--- src/rtl/ref_pkg.sv ---
package ref_pkg;

  typedef enum logic {
    REF_IDLE = 1'b0,
    REF_ROW  = 1'b1
  } refState_e;

  // Strobes from the control FSM to the row/timer datapath
  typedef struct packed {
    logic rowStart;  // first cycle of a row refresh
    logic rowDone;   // last cycle of a row refresh
  } refCtl_t;

endpackage

--- src/rtl/ref_datapath.sv ---
module ref_datapath
  import ref_pkg::*;
#(
  parameter int ROWS    = 8192,
  parameter int SUB_CYC = 780
) (
  input  logic                    clk,
  input  logic                    rstN,
  input  logic                    modeBurst,
  input  refCtl_t                 ctl,
  output logic                    pendAny,
  output logic                    pendMore,
  output logic [$clog2(ROWS)-1:0] refRow
);

  localparam int ROW_W  = $clog2(ROWS);
  localparam int TMR_W  = (SUB_CYC > 1) ? $clog2(SUB_CYC) : 1;
  localparam int PEND_W = $clog2(ROWS + 2);
  localparam logic [ROW_W-1:0]  LAST_ROW = ROW_W'(ROWS - 1);
  localparam logic [TMR_W-1:0]  LAST_TMR = TMR_W'(SUB_CYC - 1);
  localparam logic [PEND_W-1:0] ALL_ROWS = PEND_W'(ROWS);

  logic [TMR_W-1:0]  tmr;
  logic [ROW_W-1:0]  win;
  logic [ROW_W-1:0]  rowAddr;
  logic [PEND_W-1:0] pendRows;
  logic [PEND_W-1:0] addRows;
  logic [PEND_W-1:0] pendNext;
  logic              modeLat;
  logic              tick;
  logic              winStart;
  logic              effBurst;

  assign tick     = (tmr == LAST_TMR);
  assign winStart = tick && (win == '0);
  assign effBurst = winStart ? modeBurst : modeLat;

  always_comb begin
    addRows = '0;
    if (tick) begin
      if (!effBurst)     addRows = PEND_W'(1);
      else if (winStart) addRows = ALL_ROWS;
    end
  end

  assign pendNext = pendRows + addRows - {{(PEND_W-1){1'b0}}, ctl.rowDone};
  assign pendAny  = (pendRows != '0);
  assign pendMore = (pendRows > PEND_W'(1)) || (addRows != '0);
  assign refRow   = rowAddr;

  always_ff @(posedge clk or negedge rstN) begin
    if (!rstN) begin
      tmr      <= '0;
      win      <= '0;
      pendRows <= '0;
      rowAddr  <= '0;
      modeLat  <= 1'b0;
    end else begin
      tmr      <= tick ? '0 : tmr + 1'b1;
      pendRows <= pendNext;
      if (tick)        win     <= (win == LAST_ROW) ? '0 : win + 1'b1;
      if (ctl.rowDone) rowAddr <= (rowAddr == LAST_ROW) ? '0 : rowAddr + 1'b1;
      if (winStart)    modeLat <= modeBurst;
    end
  end


  mode_hold_chk: assert property (@(posedge clk) disable iff (!rstN)
    !winStart |=> $stable(modeLat));


  row_wrap_chk: assert property (@(posedge clk) disable iff (!rstN)
    (ctl.rowDone && rowAddr == LAST_ROW) |=> (rowAddr == '0));


  pend_bound_chk: assert property (@(posedge clk) disable iff (!rstN)
    pendRows <= PEND_W'(ROWS + 1));


  start_owed_chk: assert property (@(posedge clk) disable iff (!rstN)
    ctl.rowStart |-> ($past(pendRows) != '0));

endmodule

--- src/rtl/ref_ctrl.sv ---
module ref_ctrl
  import ref_pkg::*;
#(
  parameter int ROW_CYC = 4
) (
  input  logic    clk,
  input  logic    rstN,
  input  logic    accReq,
  input  logic    accActive,
  input  logic    pendAny,
  input  logic    pendMore,
  output refCtl_t ctl,
  output logic    accGnt,
  output logic    refStb,
  output logic    memBusy
);

  localparam int CYC_W = (ROW_CYC > 1) ? $clog2(ROW_CYC) : 1;
  localparam logic [CYC_W-1:0] LAST_CYC = CYC_W'(ROW_CYC - 1);

  refState_e        state;
  logic [CYC_W-1:0] cyc;
  logic             lastCyc;

  assign lastCyc     = (cyc == LAST_CYC);
  assign ctl.rowStart = (state == REF_ROW) && (cyc == '0);
  assign ctl.rowDone  = (state == REF_ROW) && lastCyc;
  assign memBusy     = (state == REF_ROW);
  assign refStb      = ctl.rowStart;
  assign accGnt      = accReq && (state == REF_IDLE) && !pendAny;

  always_ff @(posedge clk or negedge rstN) begin
    if (!rstN) begin
      state <= REF_IDLE;
      cyc   <= '0;
    end else begin
      case (state)
        REF_IDLE: begin
          cyc <= '0;
          if (pendAny && !accActive) state <= REF_ROW;
        end
        REF_ROW: begin
          if (lastCyc) begin
            cyc <= '0;
            if (!pendMore) state <= REF_IDLE;
          end else begin
            cyc <= cyc + 1'b1;
          end
        end
        default: state <= REF_IDLE;
      endcase
    end
  end


  start_idle_acc_chk: assert property (@(posedge clk) disable iff (!rstN)
    $rose(memBusy) |-> !$past(accActive));


  busy_len_chk: assert property (@(posedge clk) disable iff (!rstN)
    $fell(memBusy) |-> ($past(cyc) == LAST_CYC));


  gnt_no_start_chk: assert property (@(posedge clk) disable iff (!rstN)
    accGnt |=> !memBusy);


  stb_in_busy_chk: assert property (@(posedge clk) disable iff (!rstN)
    refStb |-> memBusy);

endmodule

--- src/rtl/dram_refresh_sched.sv ---
module dram_refresh_sched
  import ref_pkg::*;
#(
  parameter int ROWS    = 8192,
  parameter int SUB_CYC = 780,
  parameter int ROW_CYC = 4
) (
  input  logic                    clk,
  input  logic                    rstN,
  input  logic                    modeBurst,
  input  logic                    accReq,
  input  logic                    accActive,
  output logic                    accGnt,
  output logic                    refStb,
  output logic [$clog2(ROWS)-1:0] refRow,
  output logic                    memBusy
);

  refCtl_t ctl;
  logic    pendAny;
  logic    pendMore;

  ref_datapath #(.ROWS(ROWS), .SUB_CYC(SUB_CYC)) u_dp (
    .clk      (clk),
    .rstN     (rstN),
    .modeBurst(modeBurst),
    .ctl      (ctl),
    .pendAny  (pendAny),
    .pendMore (pendMore),
    .refRow   (refRow)
  );

  ref_ctrl #(.ROW_CYC(ROW_CYC)) u_ctrl (
    .clk      (clk),
    .rstN     (rstN),
    .accReq   (accReq),
    .accActive(accActive),
    .pendAny  (pendAny),
    .pendMore (pendMore),
    .ctl      (ctl),
    .accGnt   (accGnt),
    .refStb   (refStb),
    .memBusy  (memBusy)
  );

endmodule

--- config.mk ---
export PLATFORM = sky130hd
export DESIGN_NAME = dram_refresh_sched
export DESIGN_NICKNAME = d
export VERILOG_FILES = /design/src/rtl/ref_pkg.sv /design/src/rtl/ref_datapath.sv /design/src/rtl/ref_ctrl.sv /design/src/rtl/dram_refresh_sched.sv
export SDC_FILE = /design/constraint.sdc
export NUM_CORES = 1
export LEC_CHECK = 0
export BUFFER_PORTS_ARGS = -buffer_cell sky130_fd_sc_hd__clkbuf_2
export CORE_MARGIN = 5
export CORE_UTILIZATION = 55
export DETAILED_ROUTE_END_ITERATION = 8
export HOLD_SLACK_MARGIN = 0.15
export PLACE_DENSITY = 0.75
export SETUP_SLACK_MARGIN = 0.1
export SYNTH_ARGS = -nofsm -noshare
export SYNTH_HDL_FRONTEND = slang
export SYNTH_HIERARCHICAL = 1
export SYNTH_SLANG_ARGS = --single-unit
--- constraint.sdc ---
create_clock -name clk -period 8.5 [get_ports clk]
set_clock_uncertainty 0.15 [all_clocks]
set_input_delay 1.7 -clock clk [delete_from_list [all_inputs] [get_ports clk]]
set_output_delay 1.7 -clock clk [all_outputs]
set_load 0.005 [all_outputs]
==> Word level (Yosys, flattened, before mapping) <==
Cells that the tools add are included.
Widths: inputs -> output; s select.
{ "classes": {"addsub": 6, "n_reduce_logical": 13, "mux": 13, "n_eq_ne": 4, "magnitude_cmp": 1, "bitwise": 1} }
{ "op_table": {"columns": ["op", "n"], "rows": [
  ["$mux 14", 3],
  ["$reduce_bool 14->1", 2],
  ["$add 13x1->13 const B", 2],
  ["$eq 13x13->1 const B", 2],
  ["$mux 13", 2],
  ["$add 14x14->14", 1],
  ["$gt 14x1->1 const B", 1],
  ["$sub 14x1->14", 1],
  ["$logic_not 13->1", 1],
  ["$add 10x1->10 const B", 1],
  ["$eq 10x10->1 const B", 1],
  ["$mux 10", 1],
  ["$logic_and 1x1->1", 6],
  ["$mux 1", 4],
  ["$pmux 2 s2", 1],
  ["$add 2x1->2 const B", 1],
  ["$eq 2x2->1 const B", 1],
  ["$logic_not 1->1", 2],
  ["$logic_not 2->1", 1],
  ["$mux 2", 1],
  ["$pmux 1 s2", 1],
  ["$logic_or 1x1->1", 1],
  ["$not 1->1", 1]
]} }
{ "totals": {"elab_cells": 45, "out_inout_bits": 16, "regBits": 54} }

==> Longest topological paths before layout <==
Gate-level depths: netlist of the first run.
{ "depth": {"ltp_word": 10, "ltp_mapped": 17} }

==> Cells and area by module <==
The synthesis of the first run kept the hierarchy.
{ "modules_own_cells": {"columns": ["mod", "area_each_um2", "cells_each", "instances"], "rows": [
  ["ref_datapath", 2920.3, 302, 1],
  ["ref_ctrl", 178.9, 16, 1]
]} }

==> Worst setup path after synthesis of the first run <==
No wires, ideal clock.
{ "synth_path": {"path_kind": "register to register", "from": "register u_dp.tmr[4]", "to": "register u_dp.pendRows[10]", "setup_time_ps": 128, "arrival_ps": 3627, "stages_incl_launch_ff": 16, "path_slack_ps": 4595, "path_cell_list": "dfrtp_1 > or4_4 > or4_4 > buf_6 > o21ai_0 > nand3_1 > ha_1 > inv_1 > ha_1 > fa_1 > a21oi_1 > o21bai_1 > and3_1 > a211oi_1 > o21bai_1 > xor2_1"} }
{ "synth_via": {"elab_chain_cells": 7} }
{ "synth_rtl": {"columns": ["element", "line_no", "text"], "rows": [
  ["start, declared", "ref_datapath.sv:23", "logic [TMR_W-1:0] tmr;"],
  ["start signal, assigned", "ref_datapath.sv:59", "tmr <= tick ? '0 : tmr + 1'b1;"],
  ["$eq 10x10->1 (*)", "ref_datapath.sv:34", "assign tick = (tmr == LAST_TMR);"],
  ["$logic_and 1x1->1", "ref_datapath.sv:35", "assign winStart = tick && (win == '0);"],
  ["$mux 1", "ref_datapath.sv:36", "assign effBurst = winStart ? modeBurst : modeLat;"],
  ["$mux 14", "ref_datapath.sv:41", "if (!effBurst) addRows = PEND_W'(1);"],
  ["$mux 14 (*)", "ref_datapath.sv:40", "if (tick) begin"],
  ["$add 14x14->14 (*)", "ref_datapath.sv:46", "assign pendNext = pendRows + addRows - {{(PEND_W-1){1'b0}}, ctl.rowDone};"],
  ["$sub 14x1->14 (*)", "ref_datapath.sv:46", null],
  ["named net u_dp.pendNext[10]", "ref_datapath.sv:28", "logic [PEND_W-1:0] pendNext;"],
  ["end signal, assigned", "ref_datapath.sv:60", "pendRows <= pendNext;"],
  ["end, declared", "ref_datapath.sv:26", "logic [PEND_W-1:0] pendRows;"]
]} }
Mark *: on every way through the listed nets, which the timed path passes. The rest lies on a longest branch.
A chain may end at the register's enable or synchronous reset.

==> Worst setup path after layout of the first run <==
Same ends and word-level chain as after synthesis.

==> results of run 1 <==
-- metal layers --
metal  wire (um)  up-vias
li1            -     1131
met1        2606     1064
met2        2717       37
met3         195       11
met4          83        0
met5           0        -
-- how the worst min path moves through the flow --
stage,endpoint,slack [ns],cells after the start
detailed placement,u_ctrl/cyc[0]$_DFF_PN0_,0.33,1
CTS,u_ctrl/cyc[0]$_DFF_PN0_,0.34,1
global placement,u_ctrl/cyc[0]$_DFF_PN0_,0.30,1
global route,u_ctrl/cyc[0]$_DFF_PN0_,0.36,1
finish,u_ctrl/cyc[0]$_DFF_PN0_,0.33,1
floorplan,u_ctrl/cyc[0]$_DFF_PN0_,0.29,1
-- registers in the layout, summed over array words and instances (netlist names) --
signal	cells
u_dp/win	13
u_ctrl/memBusy	1
u_dp/pendRows	14
u_dp/refRow	13
u_dp/tmr	10
u_dp/modeLat	1
u_ctrl/cyc	2
-- power groups by stage --
stage	Combinational (W)	Sequential, W	Clock, W
final	0.000548	0.000361	0.000153
after global routing	0.000627	0.000370	0.000173
after CTS	0.000552	0.000362	0.000159
after detailed placement	0.000547	0.000366	0
after global placement	0.000532	0.000364	0
after floorplan	0.000434	0.000356	0
-- per-stage QoR --
| step | util [%] | hold WS (ns) | cell area, sq um |
|---|---|---|---|
| global route | 61.68 | 0.3575 | 3376 |
| CTS | 61.68 | 0.3409 | 3376 |
| detailed placement | 59.88 | 0.3257 | 3277 |
| floorplan | - | 0.2860 | 3092 |
| global placement | 59.88 | 0.3039 | 3277 |
| finish | 61.68 | 0.3336 | 3376 |
-- layout make-up --
type	count	share of cell area, %
Inverter	25	2.780
Tap cell	72	2.669
Timing Repair Buffer	22	3.410
Multi-Input combinational cell	235	48.18
Clock buffer	6	2.446
Clock inverter	2	0.4818
Sequential cell	54	40.03
-- worst max-delay path: stages (launching register included) --
cell and delay [ns]:
dfrtp_1 0.42, or4_4 0.55, or4_4 0.57, o21ai_0 0.31, nand3_1 0.13, ha_1 0.29, inv_1 0.04, ha_1 0.20
fa_1 0.42, a21oi_1 0.15, o21bai_1 0.13, and3_1 0.20, a211oi_1 0.20, o21bai_1 0.10, xor2_1 0.15
==> impl_metrics.ini, run 1 <==
[power]
share_comb_of_total_power_pct = 51.6
vdd_ir_drop_max_v = 0.0003232
power_frac_seq_pct = 34.0
p_total_w = 0.001062
p_int_w = 0.0006337
power.density_mw_per_mm2 = 314.5
pwr-share-clk_pct = 14.4
switching_share_pct = 40.31
power.switching_w = 0.0004280
leakage_nw = 1.599

[critical_path]
path_max_fanout = 9
worstSetupEndpoint = u_dp/pendRows[10]$_DFF_PN0_
cp-start-kind = flop
crit_type = flop to flop
worstReg2RegStart = u_dp/tmr[4]$_DFF_PN0_
r2r_cells = 14
cp-startpoint = u_dp/tmr[4]$_DFF_PN0_
r2r_end = u_dp/pendRows[10]$_DFF_PN0_
r2r_setup_slack_ns = 4.36
cp.arrival_ns = 4.18
end_kind = flop
critical_path_required_ns = 8.54

[cells_and_area]
ff_latch_area_sq_mm = 0.001351
final_cell_mix = dfrtp_1, ha_1, nand2_1, inv_1, nor2_1
fillers = 471
multiInputGateArea_sq_mm = 0.001627
final_common_cell = dfrtp_1
syn_to_final_growth_pct = 9.187
final_cells = 416
layout.nets = 376
n_antenna_cell = 0
drive_above_1_share_pct = 12.21

[detailed_routing]
drt-total-wl_mm = 5.603
drc = 0
wire_per_inst_um = 13.47
drt-vias-per-instance = 5.392
drt_iter0_markers = 88
drtPass1Iterations = 4
ant_nets = 0
dr_total_vias = 2243

[sta]
tightest_slew_ns = 0.6799
fin_setup_tns_ns = 0
setup-violations-final = 0
finalMaxSlewViolations = 0
period_needed_ns = 4.140
rsz0062_at_grt = false
slew-limit-headroom_pct = 54.68
worst_slack_ns = 4.360
max_freq_mhz = 241.5
timing.final.crit_share_pct = 48.71
hold_viol_final = 0

[clocking]
ctsLongestPathBuffers = 2
hold_buffers = 0
cts_htree_levels = 2
cts.sinks = 54
cts_root_buffer = clkbuf_8
postCtsSetupBuffers = 0
cts_tree = yes
post_cts_resized = 0
clk_latency_ns = 0.31
numCtsBuffers = 5
clk_pin_slew_ns = 0.10

[floorplanning]
start_util_pct = 56.49
dieWidth_um = 84.98
core_area_sq_mm = 0.005473
core.rowCount = 27
dieHeight_um = 84.98
dieArea_sq_mm = 0.007221
ios = 21

[global_route]
antenna_found_initial = 0
track_usage_pct = 16.82
grt_start_max_net_pins = 55
busiest_layer = met2
met2_usage_pct = 28.74
grt_pass1_wl_mm = 9.963
grt_use_met1_pct = 21.18
grt_pass1_vias = 2261
grt_use_met3_pct = 4.369
grt_overflow = 0

[place]
post-place-cells = 408
gp_congestion = 0.7893
place_hpwl_mm = 4.104
dp_slack_ns = 4.369
io_buffers = 20

[synth]
yosys_warnings = 6
synth.net_count = 350
syn_area_sq_mm = 0.003092
synth_cells = 317
avgSynthCellArea_sq_um = 9.753

[flow_run]
drv_cap = 0

[run_status]
status = complete, no violations

[worst_hold_path]
hold_class = flop to flop
hp-start = u_ctrl/cyc[0]$_DFF_PN0_
Note: power is estimated with default switching activity, not from simulation.
==> run 2, diff against run 1 <==
--- a/config.mk
+++ b/config.mk
@@ -5,12 +5,13 @@
 export SDC_FILE = /design/constraint.sdc
 export NUM_CORES = 1
 export LEC_CHECK = 0
+export ABC_AREA = 1
 export BUFFER_PORTS_ARGS = -buffer_cell sky130_fd_sc_hd__clkbuf_2
 export CORE_MARGIN = 5
 export CORE_UTILIZATION = 55
 export DETAILED_ROUTE_END_ITERATION = 8
 export HOLD_SLACK_MARGIN = 0.15
-export PLACE_DENSITY = 0.75
+export PLACE_DENSITY = 0.77
 export SETUP_SLACK_MARGIN = 0.1
 export SYNTH_ARGS = -nofsm -noshare
 export SYNTH_HDL_FRONTEND = slang
==> constraint.sdc (replaced) <==
create_clock -name clk -period 3.7 [get_ports clk]
set_clock_uncertainty 0.15 [all_clocks]
set_input_delay 0.74 -clock clk [delete_from_list [all_inputs] [get_ports clk]]
set_output_delay 0.74 -clock clk [all_outputs]
set_load 0.005 [all_outputs]
==> run 2 against run 1 <==
  * Total power rose by 150%
  * Utilization down 1.0 points
  * Sequential power is 130% higher
  * Worst setup slack worse by 3.9 ns
  * Combinational power rose to 2.5 times the previous value
  * Routed wire length increased by 21%
  * Highest routed layer unchanged
==> impl_metrics.ini, run 2 <==
[sta]
period_needed_ns = 3.238
max_freq_mhz = 308.8
setup-violations-final = 0
timing.final.crit_share_pct = 87.52
finalMaxSlewViolations = 0
hold_viol_final = 0
fin_setup_tns_ns = 0
tightest_slew_ns = 0.5436
slew-limit-headroom_pct = 63.76
rsz0062_at_grt = false

[critical_path]
cp.arrival_ns = 3.29
path_cells = inv_1 > ha_1 > nand2_1 > nor2_1 > nand3_1 > o21ai_1 > nand3_1 > ha_1 > inv_1 > ha_1 > fa_1 > nand2_1 > nand2_1 > o21ai_0 > o21ai_1 > nand2_1 > nand2_1 > nand2_1 > nand2_1
critPathMaxStageDelay_ns = 0.46
crit_top_cell = nand2_1
critical_path_required_ns = 3.75
end_kind = flop
path_max_fanout = 6
crit_type = flop to flop
cp-start-kind = flop
slowest_stage = dfrtp_1

[clocking]
numCtsBuffers = 5
hold_buffers = 0
ctsLongestPathBuffers = 2
clk_pin_slew_ns = 0.10
clk_latency_ns = 0.30
postCtsSetupBuffers = 0
cts_htree_levels = 2
cts_root_buffer = clkbuf_8
post_cts_resized = 0
cts.sinks = 54
cts_tree = yes

[detailed_routing]
drtPass1Iterations = 4
drt-vias-per-instance = 5.213
wire_per_inst_um = 12.06
drt_iter0_markers = 132
drc = 0
dr_total_vias = 2935
ant_nets = 0
drt-total-wl_mm = 6.792

[place]
io_buffers = 20
place_area_sq_mm = 0.003689
gp_congestion = 0.8951
place_hpwl_mm = 5.202
post-place-cells = 555

[global_route]
grt_pass1_vias = 2910
track_usage_pct = 17.55
grt_start_max_net_pins = 26
antenna_found_initial = 0
grt_pass1_wl_mm = 12.23
grt_overflow = 0

[synth]
synth_cells = 458
synth.net_count = 491
syn_area_sq_mm = 0.003496
yosys_warnings = 6
avgSynthCellArea_sq_um = 7.633

[cells_and_area]
largest_register_ffs = 14
final_cells = 563
n_antenna_cell = 0
regMostFlops = u_dp/pendRows
multiInputGateArea_sq_mm = 0.001822
syn_to_final_growth_pct = 8.876
final_cell_mix = nand2_1, inv_1, dfrtp_1, nor2_1, nand3_1
layout.nets = 518
final_common_cell = nand2_1
fillers = 563
ff_latch_area_sq_mm = 0.001351
final_area_sq_mm = 0.003806
drive_above_1_share_pct = 9.671

[power]
share_comb_of_total_power_pct = 52.4
p_int_w = 0.001459
switching_share_pct = 44.00
vdd_ir_drop_max_v = 0.0006205
power_frac_seq_pct = 31.8
power.switching_w = 0.001146
pwr-share-clk_pct = 15.8
power.density_mw_per_mm2 = 684.5
leakage_nw = 2.003

[worst_hold_path]
hold_class = input port to async pin

[floorplanning]
ios = 21
dieWidth_um = 89.73
dieArea_sq_mm = 0.008051
core_area_sq_mm = 0.006277
core.rowCount = 29
start_util_pct = 55.69
dieHeight_um = 89.73

[run_status]
status = complete, no violations

[flow_run]
drv_cap = 0
run 2: path summary, 6_finish.rpt:
path                                              start                           to  slack [ns]  cells past startpoint
worst max register to register  u_dp/win[0]$_DFFE_PN0N_  u_dp/pendRows[12]$_DFF_PN0_        0.46                     19
worst min-delay path                               rstN        u_dp/tmr[2]$_DFF_PN0_        0.25                      1
max in group asynchronous                          rstN        u_dp/tmr[5]$_DFF_PN0_        2.46                      2
min in group clk                u_ctrl/cyc[0]$_DFF_PN0_      u_ctrl/cyc[0]$_DFF_PN0_        0.34                      1
worst min register to register  u_ctrl/cyc[0]$_DFF_PN0_      u_ctrl/cyc[0]$_DFF_PN0_        0.34                      1
worst max-delay path            u_dp/win[0]$_DFFE_PN0N_  u_dp/pendRows[12]$_DFF_PN0_        0.46                     19
run 2: power by group through the flow:
stage	Combinational, W	Clock (W)	Sequential (W)
after floorplan	0.00106	0	0.000819
after global placement	0.00132	0	0.000835
after detailed placement	0.00136	0	0.000841
after CTS	0.00137	0.000425	0.000828
after global routing	0.00158	0.000451	0.000847
final	0.00137	0.000413	0.000827
run 2: worst max-delay path, delay by kind of cell (launching register included):
kind / cells / cell delay [ns]
and+or+nand+nor: 10 / 0.80
AOI/OAI and AO/OA: 3 / 0.51
DFF: 1 / 0.46
adders and majority gates: 4 / 1.04
buffers and inverters: 2 / 0.19
run 2: layout make-up:
| type | count | share of cell area (%) |
|---|---|---|
| multi-input cells | 322 | 47.86 |
| flip-flops and latches | 54 | 35.50 |
| inverters | 79 | 7.791 |
| repair buffers | 23 | 3.222 |
| well taps | 77 | 2.531 |
| clock buffers | 5 | 1.808 |
| clock inverters | 3 | 1.282 |
run 2: per-layer routing:
metal  global-route usage (%)  vias up  share of wire [%]
met5                        0        -                  0
met4                    4.030        0               0.43
met3                    3.339        2                3.2
met2                    31.16       48                 51
met1                    21.95     1388                 46
li1                         -     1497                  -
run 2: through the flow:
stage	setup WS [ns]	utilization (%)	total power (W)	hold WS [ns]
4_1_cts	0.3778	60.63	0.002626	0.2464
5_1_grt	0.1650	60.63	0.002877	0.2622
6_report	0.4616	60.63	0.002605	0.2483
2_1_floorplan	0.7050	-	0.001878	0.2916
3_3_place_gp	0.4843	58.76	0.002153	0.3162
3_5_place_dp	0.4020	58.76	0.002199	0.3192
==> run 3, diff against run 2 <==
--- a/config.mk
+++ b/config.mk
@@ -11,7 +11,7 @@
 export CORE_UTILIZATION = 55
 export DETAILED_ROUTE_END_ITERATION = 8
 export HOLD_SLACK_MARGIN = 0.15
-export PLACE_DENSITY = 0.77
+export PLACE_DENSITY = 0.76
 export SETUP_SLACK_MARGIN = 0.1
 export SYNTH_ARGS = -nofsm -noshare
 export SYNTH_HDL_FRONTEND = slang
==> constraint.sdc (replaced) <==
create_clock -name clk -period 3.7 [get_ports clk]
set_clock_uncertainty 0.15 [all_clocks]
set_input_delay 0.37 -clock clk [delete_from_list [all_inputs] [get_ports clk]]
set_output_delay 0.37 -clock clk [all_outputs]
set_load 0.005 [all_outputs]
==> run 3 against run 2 <==
  * Total power increased by 3.3%
  * Cell count unchanged
  * Register-to-register slack improved by 0.05 ns
  * Sequential share of layout area down 0.29 points
  * Sequential power hardly changed
  * Worst hold slack got worse by 0.063 ns
  * Global-route usage hardly changed
  * Routed wire length decreased by 2.3%
==> impl_metrics.ini, run 3 (synthesized netlist as in run 2, its figures left out) <==
[clocking]
cts_tree = yes
clk_pin_slew_ns = 0.09
numCtsBuffers = 5
cts_root_buffer = clkbuf_8
ctsLongestPathBuffers = 2
cts_htree_levels = 2
cts.sinks = 54
clk_latency_ns = 0.31

[sta]
period_needed_ns = 3.191
timing.final.crit_share_pct = 86.24
slew-limit-headroom_pct = 66.52
max_freq_mhz = 313.4
rsz0062_at_grt = false
hold_viol_final = 0
finalMaxSlewViolations = 0
fin_setup_tns_ns = 0
tightest_slew_ns = 0.5022
worst_slack_ns = 0.5091
setup-violations-final = 0

[critical_path]
crit_type = flop to flop
critPathMaxStageDelay_ns = 0.45
path_max_fanout = 6
crit_top_cell = nand2_1
end_kind = flop
slowest_stage = dfrtp_1
path_cells = inv_1 > ha_1 > nand2_1 > nor2_1 > nand3_1 > o21ai_1 > nand3_1 > ha_1 > inv_1 > ha_1 > fa_1 > nand2_1 > nand2_1 > o21ai_0 > o21ai_2 > nand2_1 > nand2_1 > nand2_1 > nand2_1
cp-start-kind = flop
cp.arrival_ns = 3.25
critical_path_required_ns = 3.76

[global_route]
grt_pass1_vias = 2785
grt_pass1_wl_mm = 12.15
grt_overflow = 0
antenna_found_initial = 0
track_usage_pct = 17.59
grt_start_max_net_pins = 41

[cells_and_area]
final_cell_mix = nand2_1, inv_1, dfrtp_1, nor2_1, nand3_1
n_antenna_cell = 0
final_cells = 563
final_common_cell = nand2_1
regMostFlops = u_dp/pendRows
fillers = 550
layout.nets = 518
syn_to_final_growth_pct = 9.771
largest_register_ffs = 14
final_area_sq_mm = 0.003837
drive_above_1_share_pct = 9.671
fin_util_pct = 61.13

[power]
vdd_ir_drop_max_v = 0.0005636
leakage_nw = 2.019
power.density_mw_per_mm2 = 701.1

[floorplanning]
dieHeight_um = 89.73
dieArea_sq_mm = 0.008051
core_area_sq_mm = 0.006277
ios = 21
core.rowCount = 29
dieWidth_um = 89.73
start_util_pct = 55.69

[detailed_routing]
drc = 0
drt-total-wl_mm = 6.634
drtPass1Iterations = 4
drt-vias-per-instance = 5.101
wire_per_inst_um = 11.78
dr_total_vias = 2872
drt_iter0_markers = 138
ant_nets = 0

[place]
gp_congestion = 0.8701
place_area_sq_mm = 0.003681
io_buffers = 20
place_hpwl_mm = 5.093
dp_slack_ns = 0.4439
post-place-cells = 554

[run_status]
status = complete, no violations

[flow_run]
drv_cap = 0

[worst_hold_path]
hold_class = input port to flop
==> run 3: worst paths after layout <==
kind / from / to / slack (ns) / depth (start not counted)
hold reg to reg: u_ctrl/cyc[0]$_DFF_PN0_ / u_ctrl/cyc[0]$_DFF_PN0_ / 0.34 / 1
min in group asynchronous: rstN / u_dp/refRow[5]$_DFFE_PN0P_ / 0.34 / 2
hold / removal: accActive / u_ctrl/memBusy$_DFF_PN0_ / 0.19 / 4
max in group asynchronous: rstN / u_dp/win[7]$_DFFE_PN0N_ / 2.24 / 3
setup reg to reg: u_dp/win[0]$_DFFE_PN0N_ / u_dp/pendRows[12]$_DFF_PN0_ / 0.51 / 19
setup / recovery: u_dp/win[0]$_DFFE_PN0N_ / u_dp/pendRows[12]$_DFF_PN0_ / 0.51 / 19
==> run 3: power breakdown <==
group | leakage (nW) | switching [W] | internal, W
clock | 0.0714 | 0.000194 | 0.000289
combinational | 1.26 | 0.000854 | 0.000524
sequential | 0.689 | 0.0000991 | 0.000731
total | 2.02 | 0.00115 | 0.00154
==> run 3: area by class of cell <==
| type | instances | area, sq um | area share, % |
|---|---|---|---|
| sequential | 54 | 1351 | 35.21 |
| timing repair buffer | 23 | 125.1 | 3.261 |
| multi-input combinational | 322 | 1826 | 47.57 |
| clock buffer | 6 | 82.58 | 2.152 |
| tap | 77 | 96.34 | 2.511 |
| inverter | 79 | 296.5 | 7.727 |
| clock inverter | 2 | 60.06 | 1.565 |
==> run 3: timing repair <==
action | CTS | global route
hold buffers | 1 | 0
setup buffers | 0 | 0
resized for setup | 0 | 2
endpoints found under the setup margin | 0 | 2
hold endpoints to repair | 14 | 0
==> run 3: critical path, delay by kind of cell, from the launching register on <==
| family | cells | cell delay [ns] |
|---|---|---|
| AO/OA/AOI/OAI | 3 | 0.47 |
| adder cells (fa/ha/maj) | 4 | 1.04 |
| buffers and inverters | 2 | 0.21 |
| flip-flops | 1 | 0.45 |
| AND/OR/NAND/NOR | 10 | 0.76 |
==> run 3: stage by stage <==
step / hold slack, ns / total power, W
after floorplan: -0.07559 / 0.001878
after global placement: 0.1513 / 0.002155
after detailed placement: 0.1495 / 0.002203
after CTS: 0.1781 / 0.002693
after global routing: 0.2031 / 0.002971
final: 0.1854 / 0.002690
==> run 3: layer usage <==
layer / share of wire (%) / global-route usage, % / routed length, um
met5: 0 / 0 / 0
met2: 48 / 29.45 / 3199
met4: 1.3 / 5.668 / 85
met3: 3.0 / 3.005 / 197
met1: 47 / 23.05 / 3151
